$ cat src/rtl/xreq_pkg.sv
package xreq_pkg;
  typedef enum logic [1:0] {
    DET_LOW  = 2'b00,
    DET_FALL = 2'b01,
    DET_RISE = 2'b10,
    DET_BOTH = 2'b11
  } det_mode_e;
endpackage

$ cat src/rtl/xreq_sync.sv
module xreq_sync #(
  parameter int WIDTH = 8,
  parameter int STAGES = 2
) (
  input  logic             clk,
  input  logic             rst,
  input  logic [WIDTH-1:0] din,
  output logic [WIDTH-1:0] dout
);
  // Reset to 1: pins are idle-high, so no false edge after reset.
  logic [WIDTH-1:0] stage_q [STAGES];

  always_ff @(posedge clk) begin
    if (rst) begin
      for (int s = 0; s < STAGES; s++) stage_q[s] <= '1;
    end else begin
      stage_q[0] <= din;
      for (int s = 1; s < STAGES; s++) stage_q[s] <= stage_q[s-1];
    end
  end

  assign dout = stage_q[STAGES-1];
endmodule

$ cat src/rtl/xreq_cell.sv
module xreq_cell
  import xreq_pkg::*;
(
  input  logic      clk,
  input  logic      rst,
  input  logic      pin_s,
  input  det_mode_e mode,
  input  logic      rd_hit,
  input  logic      wr_zero,
  output logic      flag,
  output logic      seen,
  output logic      hit
);
  logic prev_q, flag_q, seen_q;
  logic fall, rise, clr;

  always_ff @(posedge clk) begin
    if (rst) prev_q <= 1'b1;
    else     prev_q <= pin_s;
  end

  assign fall = prev_q & ~pin_s;
  assign rise = ~prev_q & pin_s;

  always_comb begin
    unique case (mode)
      DET_FALL: hit = fall;
      DET_RISE: hit = rise;
      DET_BOTH: hit = fall | rise;
      default:  hit = 1'b0;
    endcase
  end

  assign clr = wr_zero & seen_q;

  always_ff @(posedge clk) begin
    if (rst) begin
      flag_q <= 1'b0;
      seen_q <= 1'b0;
    end else if (mode == DET_LOW) begin
      flag_q <= ~pin_s;
      seen_q <= 1'b0;
    end else begin
      flag_q <= hit | (flag_q & ~clr);
      if (clr)                  seen_q <= 1'b0;
      else if (rd_hit & flag_q) seen_q <= 1'b1;
    end
  end

  assign flag = flag_q;
  assign seen = seen_q;
endmodule

$ cat src/rtl/xreq_flags.sv
module xreq_flags
  import xreq_pkg::*;
#(
  parameter int N_PINS = 8,
  parameter int REG_W  = 16,
  parameter int SYNC_STAGES = 2
) (
  input  logic                clk,
  input  logic                rst,
  input  logic [N_PINS-1:0]   req_n,
  input  logic [2*N_PINS-1:0] det_sel,
  input  logic                rd_en,
  input  logic                wr_en,
  input  logic [REG_W-1:0]    wr_data,
  output logic [REG_W-1:0]    rd_data,
  output logic                irq
);
  localparam int SEL_W = 2;

  logic [N_PINS-1:0] pin_sync;
  logic [N_PINS-1:0] flag_vec;
  logic [N_PINS-1:0] seen_vec;
  logic [N_PINS-1:0] hit_vec;
  logic [REG_W-1:0]  rd_next;

  xreq_sync #(.WIDTH(N_PINS), .STAGES(SYNC_STAGES)) u_sync (
    .clk  (clk),
    .rst  (rst),
    .din  (req_n),
    .dout (pin_sync)
  );

  for (genvar i = 0; i < N_PINS; i++) begin : g_cell
    xreq_cell u_cell (
      .clk     (clk),
      .rst     (rst),
      .pin_s   (pin_sync[i]),
      .mode    (det_mode_e'(det_sel[SEL_W*i +: SEL_W])),
      .rd_hit  (rd_en),
      .wr_zero (wr_en & ~wr_data[i]),
      .flag    (flag_vec[i]),
      .seen    (seen_vec[i]),
      .hit     (hit_vec[i])
    );
  end

  always_comb begin
    rd_next = '0;
    if (rd_en) rd_next[N_PINS-1:0] = flag_vec;
  end

  always_ff @(posedge clk) begin
    if (rst) begin
      rd_data <= '0;
      irq     <= 1'b0;
    end else begin
      rd_data <= rd_next;
      irq     <= |flag_vec;
    end
  end
endmodule

$ cat config.mk
export PLATFORM = sky130hd
export DESIGN_NAME = xreq_flags
export DESIGN_NICKNAME = d
export VERILOG_FILES = /design/src/rtl/xreq_pkg.sv /design/src/rtl/xreq_sync.sv /design/src/rtl/xreq_cell.sv /design/src/rtl/xreq_flags.sv
export SDC_FILE = /design/constraint.sdc
export NUM_CORES = 1
export LEC_CHECK = 0
export ABC_AREA = 1
export BUFFER_PORTS_ARGS = -buffer_cell sky130_fd_sc_hd__buf_2
export CORE_ASPECT_RATIO = 1.4
export CORE_MARGIN = 2
export CORE_UTILIZATION = 47
export DETAILED_ROUTE_END_ITERATION = 6
export PLACE_DENSITY_LB_ADDON = 0.12
export SETUP_SLACK_MARGIN = 0.5
export SLEW_MARGIN = 40
export SYNTH_ARGS = -nofsm -noshare
export SYNTH_HDL_FRONTEND = slang
export SYNTH_SLANG_ARGS = --single-unit
$ cat constraint.sdc
create_clock -name clk -period 1 [get_ports clk]
set_input_delay 0.05 -clock clk [delete_from_list [all_inputs] [get_ports clk]]
set_output_delay 0.05 -clock clk [all_outputs]
set_load 0.01 [all_outputs]
==> results.yml, run 1 <==
worst_setup_path:
  cp.arrival_ps: 1220
  r2r_setup_slack_ps: -40
  worstSetupPathType: "flip-flop to flip-flop"
  crit_slowest_cell: "dfxtp_2"
  crit_path_max_incr_delay_ps: 340
  path_buf_inv: 1
  path_depth: 6
  path_max_fanout: 2
  crit_family: "flip-flops"
  rr_worst_depth: 6
  required_ps: 1180
  crit_chain: "inv_2, ha_4, nand3b_1, nand3_1, nor2_1, nor2_1"
  end_kind: "flip-flop"
  startpoint_type: "flip-flop"
  crit_top_cell: "nor2_1"
floorplanning:
  fp.dieW_um: 62.54
  ios: 61
  die_y_um: 85.95
  core_area_mm2: 0.004572
  die-area_mm2: 0.005375
  num_rows: 29
  initial_utilization: 0.4932
power_and_ir_drop:
  power.total_mw: 3.755
  p_leak_nw: 1.473
  vdd_drop_max_uv: 792.4
  power_density_mw_per_mm2: 1238
layout:
  final_util: 0.6637
  final_cells: 405
  nets: 402
  fin_area_mm2: 0.003034
  drive_above_1_share: 0.5452
  synthToLayoutAreaGrowth_pct: 34.57
  n_antenna_cell: 0
  nFillCells: 425
routing:
  route.antenna.remaining_nets: 0
  via_per_inst: 4.664
  dr.pass1.iters: 4
  routed_wl_um: 4179
  vias: 1889
  post_drt_wl_per_cell_um: 10.32
  drt_iter0_markers: 79
  drt_drc_violations_left: 0
run_status:
  violations: "negative hold slack, negative setup slack"
  status: "complete, but fails checks"
clocking:
  clockBufferDepth: 2
  cts_htree_levels: 2
  cts_root_buf: "clkbuf_8"
  clkTransAtPathRegs_ps: 90
  clk_latency_ps: 290
  clock-sinks: 49
  cts_tree: "done"
  cts_made_buffers: 5
yosys:
  yosysMostFrequentCell: "nand3_1"
  synth_ff_type: "dfxtp_1"
  ys_warn_count: 0
  synth_commonest_cells: "nand3_1 (54), inv_1 (50), dfxtp_1 (49)"
  netlist_instances: 291
  ys_async_sr_fraction: 0
  synth_edf_count: 0
  avgSynthCellArea_um2: 7.748
  synth_largest_area_cell: "dfxtp_1"
  synth_area_leaders: "dfxtp_1 (44%), nand3_1 (12%), ha_1 (8.9%)"
  synth_top_area_share: 0.4351
  synth_seq_cells: 49
  yosysUniqueCellTypes: 18
  seq_area_frac_synth: 0.4351
  synth_area_mm2: 0.002255
global_route:
  grt_overflow_total: 0
  grt_max_degree: 23
  grt_use_total: 0.1648
  grt_pass1_wl_um: 7203
  antenna_found_initial: 0
  grt_pass1_vias: 1800
place:
  dp_cells: 390
  gp_congestion: 0.7158
  placedInstanceArea_mm2: 0.002527
  numPortBuffers: 44
  dp_hpwl_um: 2857
flow_run:
  cap_violations: 0
timing:
  rsz0062_at_grt: "true"
  final.min_clock_period_ps: 1037
  fin_crit_sh: 1.037
  skew_ps: 4.566
  drv_slew: 0
  hold_violations: 8
  setup_slack_ps: -36.87
  worst_hold_slack_ps: -71.44
  setup_viol: 7
  max_freq_mhz: 964.4
hold_path:
  hold_depth: 2
  min_path_type: "primary input to flip-flop"
[state kept, by name (all words and copies together) (netlist names)]
register	flops
g_cell.u_cell.flag	8
g_cell.u_cell.prev_q	8
g_cell.u_cell.seen	8
irq	1
rd_data	8
u_sync.stage_q	16
[path summary, 6_finish.rpt]
check / from / to
worst max register to register: g_cell[2].u_cell.prev_q$_SDFF_PP1_ / g_cell[2].u_cell.flag$_SDFF_PP0_
worst min-delay path: req_n[6] / u_sync.stage_q[0][6]$_SDFF_PP1_
worst min register to register: u_sync.stage_q[0][0]$_SDFF_PP1_ / u_sync.stage_q[0][8]$_SDFF_PP1_
worst max-delay path: g_cell[2].u_cell.prev_q$_SDFF_PP1_ / g_cell[2].u_cell.flag$_SDFF_PP0_
[layout make-up]
class                      count  area, µm²  share of cell area
tap                           62      77.57             0.02557
clock buffer                   5      68.82             0.02268
multi-input combinational    182       1281              0.4223
sequential                    49       1052              0.3468
timing repair buffer          53      335.3              0.1105
clock inverter                 3      17.52            0.005773
inverter                      51      201.4             0.06639
[metrics by stage]
| stage | setup WS [ps] | setup TNS [ps] |
|---|---|---|
| finish | -36.87 | -134.7 |
| global route | -125.3 | -664.5 |
| CTS | -41.58 | -192.1 |
| detailed placement | -35.01 | -180.4 |
| global placement | -24.72 | -53.08 |
| floorplan | 39.04 | 0 |
[placed cells by master (no fill, tap or decap), types with 5 or more instances in the layout]
cell type	netlist	final
a21oi_2	0	7
buf_2	1	40
buf_6	5	10
clkbuf_8	0	5
conb_1	1	8
dfxtp_1	49	12
dfxtp_2	0	27
dfxtp_4	0	10
ha_4	0	8
inv_1	50	33
inv_2	0	14
nand2_1	47	37
nand2_2	0	10
nand3_1	54	27
nand3_2	2	29
nor2_1	26	20
nor2_2	0	6
or2_1	9	9
or2_2	7	7
[routing by layer]
| layer | part of all wire | GRT usage | up-vias |
|---|---|---|---|
| met5 | 0 | 0 | - |
| met4 | 0.011 | 0.04848 | 0 |
| met3 | 0.036 | 0.03806 | 6 |
| met2 | 0.52 | 0.3128 | 38 |
| met1 | 0.43 | 0.1810 | 860 |
| li1 | - | - | 985 |
[power breakdown]
part	internal [mW]	switching, mW
Clock	0.483	0.620
Combinational	0.250	0.291
Sequential	2.04	0.0732
[cells by family (layout without fill, tap and decap cells)]
logic type / Yosys count / after routing / share of synthesized area
AOI/OAI and AO/OA: 8 / 8 / 0.01776
DFF: 49 / 49 / 0.4351
adders and majority gates: 16 / 16 / 0.08879
and+or+nand+nor: 150 / 150 / 0.3102
buffers and inverters: 67 / 112 / 0.1465
other: 1 / 8 / 0.001663
[repair_timing]
item | 4_1_cts | 5_1_grt
pin swaps | 17 | 20
setup buffers | 1 | 6
gates resized for setup | 41 | 54
setup endpoints to repair | 50 | 50
gates cloned | 0 | 0
endpoints found under the hold margin | 8 | 8
No activity file was read; power rests on OpenSTA's default activity.
==> run 2, diff against run 1 <==
--- a/config.mk
+++ b/config.mk
@@ -10,6 +10,7 @@
 export CORE_ASPECT_RATIO = 1.4
 export CORE_MARGIN = 2
 export CORE_UTILIZATION = 47
+export CTS_BUF_LIST = sky130_fd_sc_hd__clkbuf_16
 export DETAILED_ROUTE_END_ITERATION = 6
 export PLACE_DENSITY_LB_ADDON = 0.12
 export SETUP_SLACK_MARGIN = 0.5
==> results.yml, run 2 (synthesis results as in run 1) <==
run_status:
  status: "complete, but fails checks"
  violations: "negative hold slack, negative setup slack"
layout:
  layout_commonest_cell: "buf_2"
  n_antenna_cell: 0
  nFillCells: 422
  final_cell_mix: "buf_2 (40), nand2_1 (38), inv_1 (33)"
  nets: 401
  synthToLayoutAreaGrowth_pct: 36.29
  largest_register_ffs: 16
  drive_above_1_share: 0.5409
  regMostFlops: "u_sync.stage_q"
worst_setup_path:
  crit_slowest_cell: "dfxtp_2"
  startpoint_type: "flip-flop"
  r2r_setup_slack_ps: -50
  end_kind: "flip-flop"
  required_ps: 1180
  crit_chain: "inv_2, ha_2, nand2_1, nand2_1, nand3_2, nand3_2, nand2_1, inv_1"
  crit_path_max_incr_delay_ps: 360
  reg2reg_from: "u_sync.stage_q[0][9]$_SDFF_PP1_"
  cp.arrival_ps: 1230
  crit_top_cell: "nand2_1"
  r2r-end: "g_cell[1].u_cell.flag$_SDFF_PP0_"
  path_max_fanout: 3
  rr_worst_depth: 8
  worstSetupPathType: "flip-flop to flip-flop"
routing:
  dr.pass1.iters: 4
  post_drt_wl_per_cell_um: 10.85
  drt_iter0_markers: 86
  routed_wl_um: 4383
  via_per_inst: 4.686
  drt_drc_violations_left: 0
  vias: 1893
  route.antenna.remaining_nets: 0
floorplanning:
  core_area_mm2: 0.004572
  ios: 61
  die-area_mm2: 0.005375
  fp.dieW_um: 62.54
  die_y_um: 85.95
  initial_utilization: 0.4932
  num_rows: 29
clocking:
  clkTransAtPathRegs_ps: 60
  cts_tree: "done"
  clockBufferDepth: 2
  cts_htree_levels: 2
  cts_made_buffers: 5
  clock-sinks: 49
  cts_root_buf: "clkbuf_16"
  clk_latency_ps: 280
power_and_ir_drop:
  p_leak_nw: 1.490
  power_density_mw_per_mm2: 1383
  vdd_drop_max_uv: 1224
hold_path:
  hold_end: "u_sync.stage_q[0][6]$_SDFF_PP1_"
  hold_depth: 2
  min_path_type: "primary input to flip-flop"
  hold_start: "req_n[6]"
timing:
  setup_viol: 7
  drv_slew: 0
  worst_hold_slack_ps: -55.94
  max_freq_mhz: 956.2
  rsz0062_at_grt: "true"
  skew_ps: 2.651
  hold_violations: 8
  fin_crit_sh: 1.046
  final.min_clock_period_ps: 1046
  setup_slack_ps: -45.81
global_route:
  antenna_found_initial: 0
  grt_overflow_total: 0
  grt_pass1_wl_um: 7245
  grt_max_degree: 23
  grt_pass1_vias: 1813
  grt_use_total: 0.1667
place:
  pre_cts_slack_ps: -35.01
  dp_hpwl_um: 2857
  gp_congestion: 0.7158
  numPortBuffers: 44
flow_run:
  cap_violations: 0
-- run 2: worst max-delay path by stage --
stage / start / to / slack, ps / depth (start not counted)
after global routing: g_cell[2].u_cell.prev_q$_SDFF_PP1_ / g_cell[2].u_cell.flag$_SDFF_PP0_ / -120 / 6
after global placement: g_cell[7].u_cell.prev_q$_SDFF_PP1_ / g_cell[7].u_cell.flag$_SDFF_PP0_ / -20 / 6
after floorplan: g_cell[2].u_cell.prev_q$_SDFF_PP1_ / g_cell[2].u_cell.flag$_SDFF_PP0_ / 40 / 6
after detailed placement: g_cell[4].u_cell.prev_q$_SDFF_PP1_ / g_cell[4].u_cell.flag$_SDFF_PP0_ / -40 / 6
after CTS: g_cell[4].u_cell.prev_q$_SDFF_PP1_ / g_cell[4].u_cell.flag$_SDFF_PP0_ / -40 / 6
final: u_sync.stage_q[0][9]$_SDFF_PP1_ / g_cell[1].u_cell.flag$_SDFF_PP0_ / -50 / 8
-- run 2: repair_timing --
| action | in CTS | in global routing |
|---|---|---|
| setup endpoints to repair | 50 | 50 |
| resized for setup | 40 | 52 |
| setup buffers | 1 | 5 |
| cloned | 0 | 0 |
| pin swaps | 15 | 20 |
| endpoints found under the hold margin | 8 | 8 |
-- run 2: worst max-delay path: cells and delay by family (launching register included) --
kind          cells  cell delay, ps
fa+ha+maj         1             160
buf+inv           2             100
flops             1             360
simple gates      5             330
-- run 2: per-stage QoR --
step / cells / setup TNS, ps / power, mW / instance area [µm²] / utilization
after floorplan: 298 / 0 / 2.470 / 2362 / -
after global placement: 390 / -53.08 / 2.564 / 2527 / 0.5528
after detailed placement: 390 / -180.4 / 2.576 / 2527 / 0.5528
after CTS: 399 / -158.3 / 4.256 / 2889 / 0.6319
after global routing: 404 / -688.0 / 4.452 / 3073 / 0.6721
final: 404 / -165.4 / 4.250 / 3073 / 0.6721
-- run 2: power breakdown --
part / switching [mW] / internal, mW / leakage (nW)
Sequential: 0.0726 / 2.04 / 0.407
Combinational: 0.295 / 0.244 / 1.01
Clock: 0.681 / 0.916 / 0.0696
Total: 1.05 / 3.20 / 1.49
-- run 2: per-layer routing --
| metal | track usage | share of wire | vias up |
|---|---|---|---|
| met5 | 0 | 0 | - |
| met4 | 0.04848 | 0.0052 | 0 |
| met3 | 0.04593 | 0.034 | 2 |
| met2 | 0.3196 | 0.53 | 38 |
| met1 | 0.1761 | 0.43 | 869 |
| li1 | - | - | 984 |
-- run 2: layout make-up --
| cell class | count | area (µm²) | area share |
|---|---|---|---|
| Clock buffer | 5 | 125.1 | 0.04072 |
| Clock inverter | 3 | 17.52 | 0.005700 |
| Inverter | 51 | 201.4 | 0.06555 |
| Multi-Input combinational cell | 182 | 1277 | 0.4157 |
| Sequential cell | 49 | 1050 | 0.3416 |
| Tap cell | 62 | 77.57 | 0.02524 |
| Timing Repair Buffer | 52 | 324.1 | 0.1055 |
==> run 3, diff against run 2 <==
--- a/config.mk
+++ b/config.mk
@@ -5,11 +5,10 @@
 export SDC_FILE = /design/constraint.sdc
 export NUM_CORES = 1
 export LEC_CHECK = 0
-export ABC_AREA = 1
 export BUFFER_PORTS_ARGS = -buffer_cell sky130_fd_sc_hd__buf_2
-export CORE_ASPECT_RATIO = 1.4
+export CORE_ASPECT_RATIO = 1.25
 export CORE_MARGIN = 2
-export CORE_UTILIZATION = 47
+export CORE_UTILIZATION = 46
 export CTS_BUF_LIST = sky130_fd_sc_hd__clkbuf_16
 export DETAILED_ROUTE_END_ITERATION = 6
 export PLACE_DENSITY_LB_ADDON = 0.12
==> results.yml, run 3 <==
clocking:
  cts_htree_levels: 2
  clockBufferDepth: 2
  cts_root_buf: "clkbuf_16"
  clkTransAtPathRegs_ps: 60
  cts_tree: "done"
  cts_made_buffers: 5
  clock-sinks: 49
  clk_latency_ps: 280
global_route:
  antenna_found_initial: 0
  grt_use_total: 0.1744
  grt_overflow_total: 0
  grt_max_degree: 15
  grt_pass1_vias: 1470
  grt_pass1_wl_um: 6637
power_and_ir_drop:
  p_clk_frac: 0.371
  power_frac_comb: 0.130
  power_density_mw_per_mm2: 1411
  internal-power_mw: 3.278
  power.share.sequential: 0.498
  vdd_drop_max_uv: 1067
  swShare: 0.2273
  p_switching_mw: 0.9642
  p_leak_nw: 1.345
timing:
  hold_violations: 8
  drv_slew: 0
  setup-tns-final_ps: -2706
  setup_viol: 8
  worst_hold_slack_ps: -42.74
  max_freq_mhz: 714.6
  skew_ps: 2.031
  final.min_clock_period_ps: 1399
  rsz0062_at_grt: "true"
  fin_crit_sh: 1.399
  setup_slack_ps: -399.4
yosys:
  seq_area_frac_synth: 0.4798
  synth_top_area_share: 0.4798
  synth_edf_count: 0
  synth_commonest_cells: "dfxtp_1 (49), inv_1 (24), ha_1 (16), or2_2 (16), nand2_1 (15)"
  synth_area_leaders: "dfxtp_1 (48%), ha_1 (9.8%), mux4_2 (8.8%)"
  yosysUniqueCellTypes: 21
  synth_seq_cells: 49
  avgSynthCellArea_um2: 10.59
  synth_largest_area_cell: "dfxtp_1"
  yosysMostFrequentCell: "dfxtp_1"
  netlist_instances: 193
  ys_async_sr_fraction: 0
  synth_ff_type: "dfxtp_1"
  ys_warn_count: 0
  synth_area_mm2: 0.002044
run_status:
  violations: "negative hold slack, negative setup slack"
  status: "complete, but fails checks"
layout:
  n_antenna_cell: 0
  final_cell_mix: "buf_2 (42), dfxtp_2 (30), inv_2 (19)"
  final_util: 0.6953
  layout_commonest_cell: "buf_2"
  nets: 319
  final_cells: 318
  synthToLayoutAreaGrowth_pct: 47.06
  regMostFlops: "u_sync.stage_q"
  fin_area_mm2: 0.003007
  drive_above_1_share: 0.7500
  largest_register_ffs: 16
place:
  dp_cells: 301
  placedInstanceArea_mm2: 0.002454
  pre_cts_slack_ps: -413.0
  dp_hpwl_um: 2705
  gp_congestion: 0.7357
  numPortBuffers: 44
worst_setup_path:
  path_buf_inv: 2
  worstSetupPathType: "flip-flop to flip-flop"
  crit_chain: "inv_2, ha_4, inv_2, mux4_2, a22o_1"
  r2r_setup_slack_ps: -400
  r2r-end: "g_cell[0].u_cell.flag$_SDFF_PP0_"
  crit_family: "multiplexers"
  required_ps: 1180
  crit_slowest_cell: "mux4_2"
  crit_path_max_incr_delay_ps: 450
  cp.arrival_ps: 1580
  rr_worst_depth: 5
  startpoint_type: "flip-flop"
  end_kind: "flip-flop"
  path_max_fanout: 2
  crit_top_cell: "inv_2"
  reg2reg_from: "g_cell[0].u_cell.prev_q$_SDFF_PP1_"
hold_path:
  hold_start: "req_n[5]"
  hold_depth: 2
  hold_end: "u_sync.stage_q[0][5]$_SDFF_PP1_"
  min_path_type: "primary input to flip-flop"
flow_run:
  cap_violations: 0
routing:
  vias: 1511
  dr.pass1.iters: 4
  post_drt_wl_per_cell_um: 12.87
  via_per_inst: 4.752
  route.antenna.remaining_nets: 0
  routed_wl_um: 4094
  drt_iter0_markers: 92
  drt_drc_violations_left: 0
floorplanning:
  core_area_mm2: 0.004324
  num_rows: 27
  fp.dieW_um: 63.63
  die-area_mm2: 0.004997
  die_y_um: 78.54
  initial_utilization: 0.4728
  ios: 61
[run 3: changes by cell type after synthesis, sizes merged, moves of 8 or more]
cell and change:
mux4 +8, nor2 -25, nand2 -32, nand3 -56, inv -22, nor2b +8
[run 3: power groups by stage]
stage	sequential, mW	clock [mW]	combinational (mW)
2_1_floorplan	2.13	0	0.290
3_3_place_gp	2.13	0	0.420
3_5_place_dp	2.13	0	0.427
4_1_cts	2.10	1.61	0.491
5_1_grt	2.12	1.73	0.606
6_report	2.11	1.58	0.553
[run 3: worst reg2reg max path, delay by kind of cell (launching register included)]
family | cells | cell delay [ps]
muxes | 1 | 450
DFF | 1 | 330
adders and majority gates | 1 | 250
AOI/OAI and AO/OA | 1 | 190
buffers and inverters | 2 | 60
[run 3: what timing repair did]
| action | in CTS | in global routing |
|---|---|---|
| endpoints found under the setup margin | 50 | 50 |
| buffers inserted | 7 | 2 |
| endpoints found under the hold margin | 8 | 8 |
| pin swaps | 13 | 13 |
| gates resized for setup | 53 | 44 |
[run 3: routing by layer]
layer  up-vias  part of all wire  track usage  wire length, µm
met5         -                 0            0                0
met4         0             0.017      0.08261               70
met3         7             0.048      0.05014              196
met2        41              0.52       0.2779             2122
met1       710              0.42       0.2164             1705
li1        753                 -            -                -
[run 3: worst max-delay path by stage]
stage | startpoint | endpoint | cells past startpoint | slack (ps)
floorplan | g_cell[0].u_cell.prev_q$_SDFF_PP1_ | g_cell[0].u_cell.flag$_SDFF_PP0_ | 5 | -350
global placement | g_cell[2].u_cell.prev_q$_SDFF_PP1_ | g_cell[2].u_cell.flag$_SDFF_PP0_ | 5 | -370
detailed placement | g_cell[2].u_cell.prev_q$_SDFF_PP1_ | g_cell[2].u_cell.flag$_SDFF_PP0_ | 5 | -410
CTS | g_cell[3].u_cell.prev_q$_SDFF_PP1_ | g_cell[3].u_cell.flag$_SDFF_PP0_ | 5 | -400
global route | g_cell[3].u_cell.prev_q$_SDFF_PP1_ | g_cell[3].u_cell.flag$_SDFF_PP0_ | 5 | -430
finish | g_cell[0].u_cell.prev_q$_SDFF_PP1_ | g_cell[0].u_cell.flag$_SDFF_PP0_ | 5 | -400
[run 3: layout make-up]
| type | count | area [µm²] |
|---|---|---|
| Fill cell | 366 | 1318 |
| Multi-Input combinational cell | 108 | 1189 |
| Sequential cell | 49 | 1049 |
| Timing Repair Buffer | 66 | 444.2 |
| Clock buffer | 5 | 125.1 |
| Inverter | 29 | 113.9 |
| Tap cell | 58 | 72.57 |
| Clock inverter | 3 | 13.76 |
[run 3: kinds of logic after synthesis]
group / synth area share
simple gates: 0.1371
flops: 0.4798
buf+inv: 0.09609
compound gates: 0.09915
fa+ha+maj: 0.09792
mux: 0.08813
other cells: 0.001834
[run 3: per-stage QoR]
| stage | total power [mW] | hold slack [ps] |
|---|---|---|
| after floorplan | 2.417 | 163.7 |
| final | 4.242 | -42.74 |
| after CTS | 4.208 | -45.41 |
| after global placement | 2.552 | 248.7 |
| after global routing | 4.460 | -51.47 |
| after detailed placement | 2.560 | 250.4 |
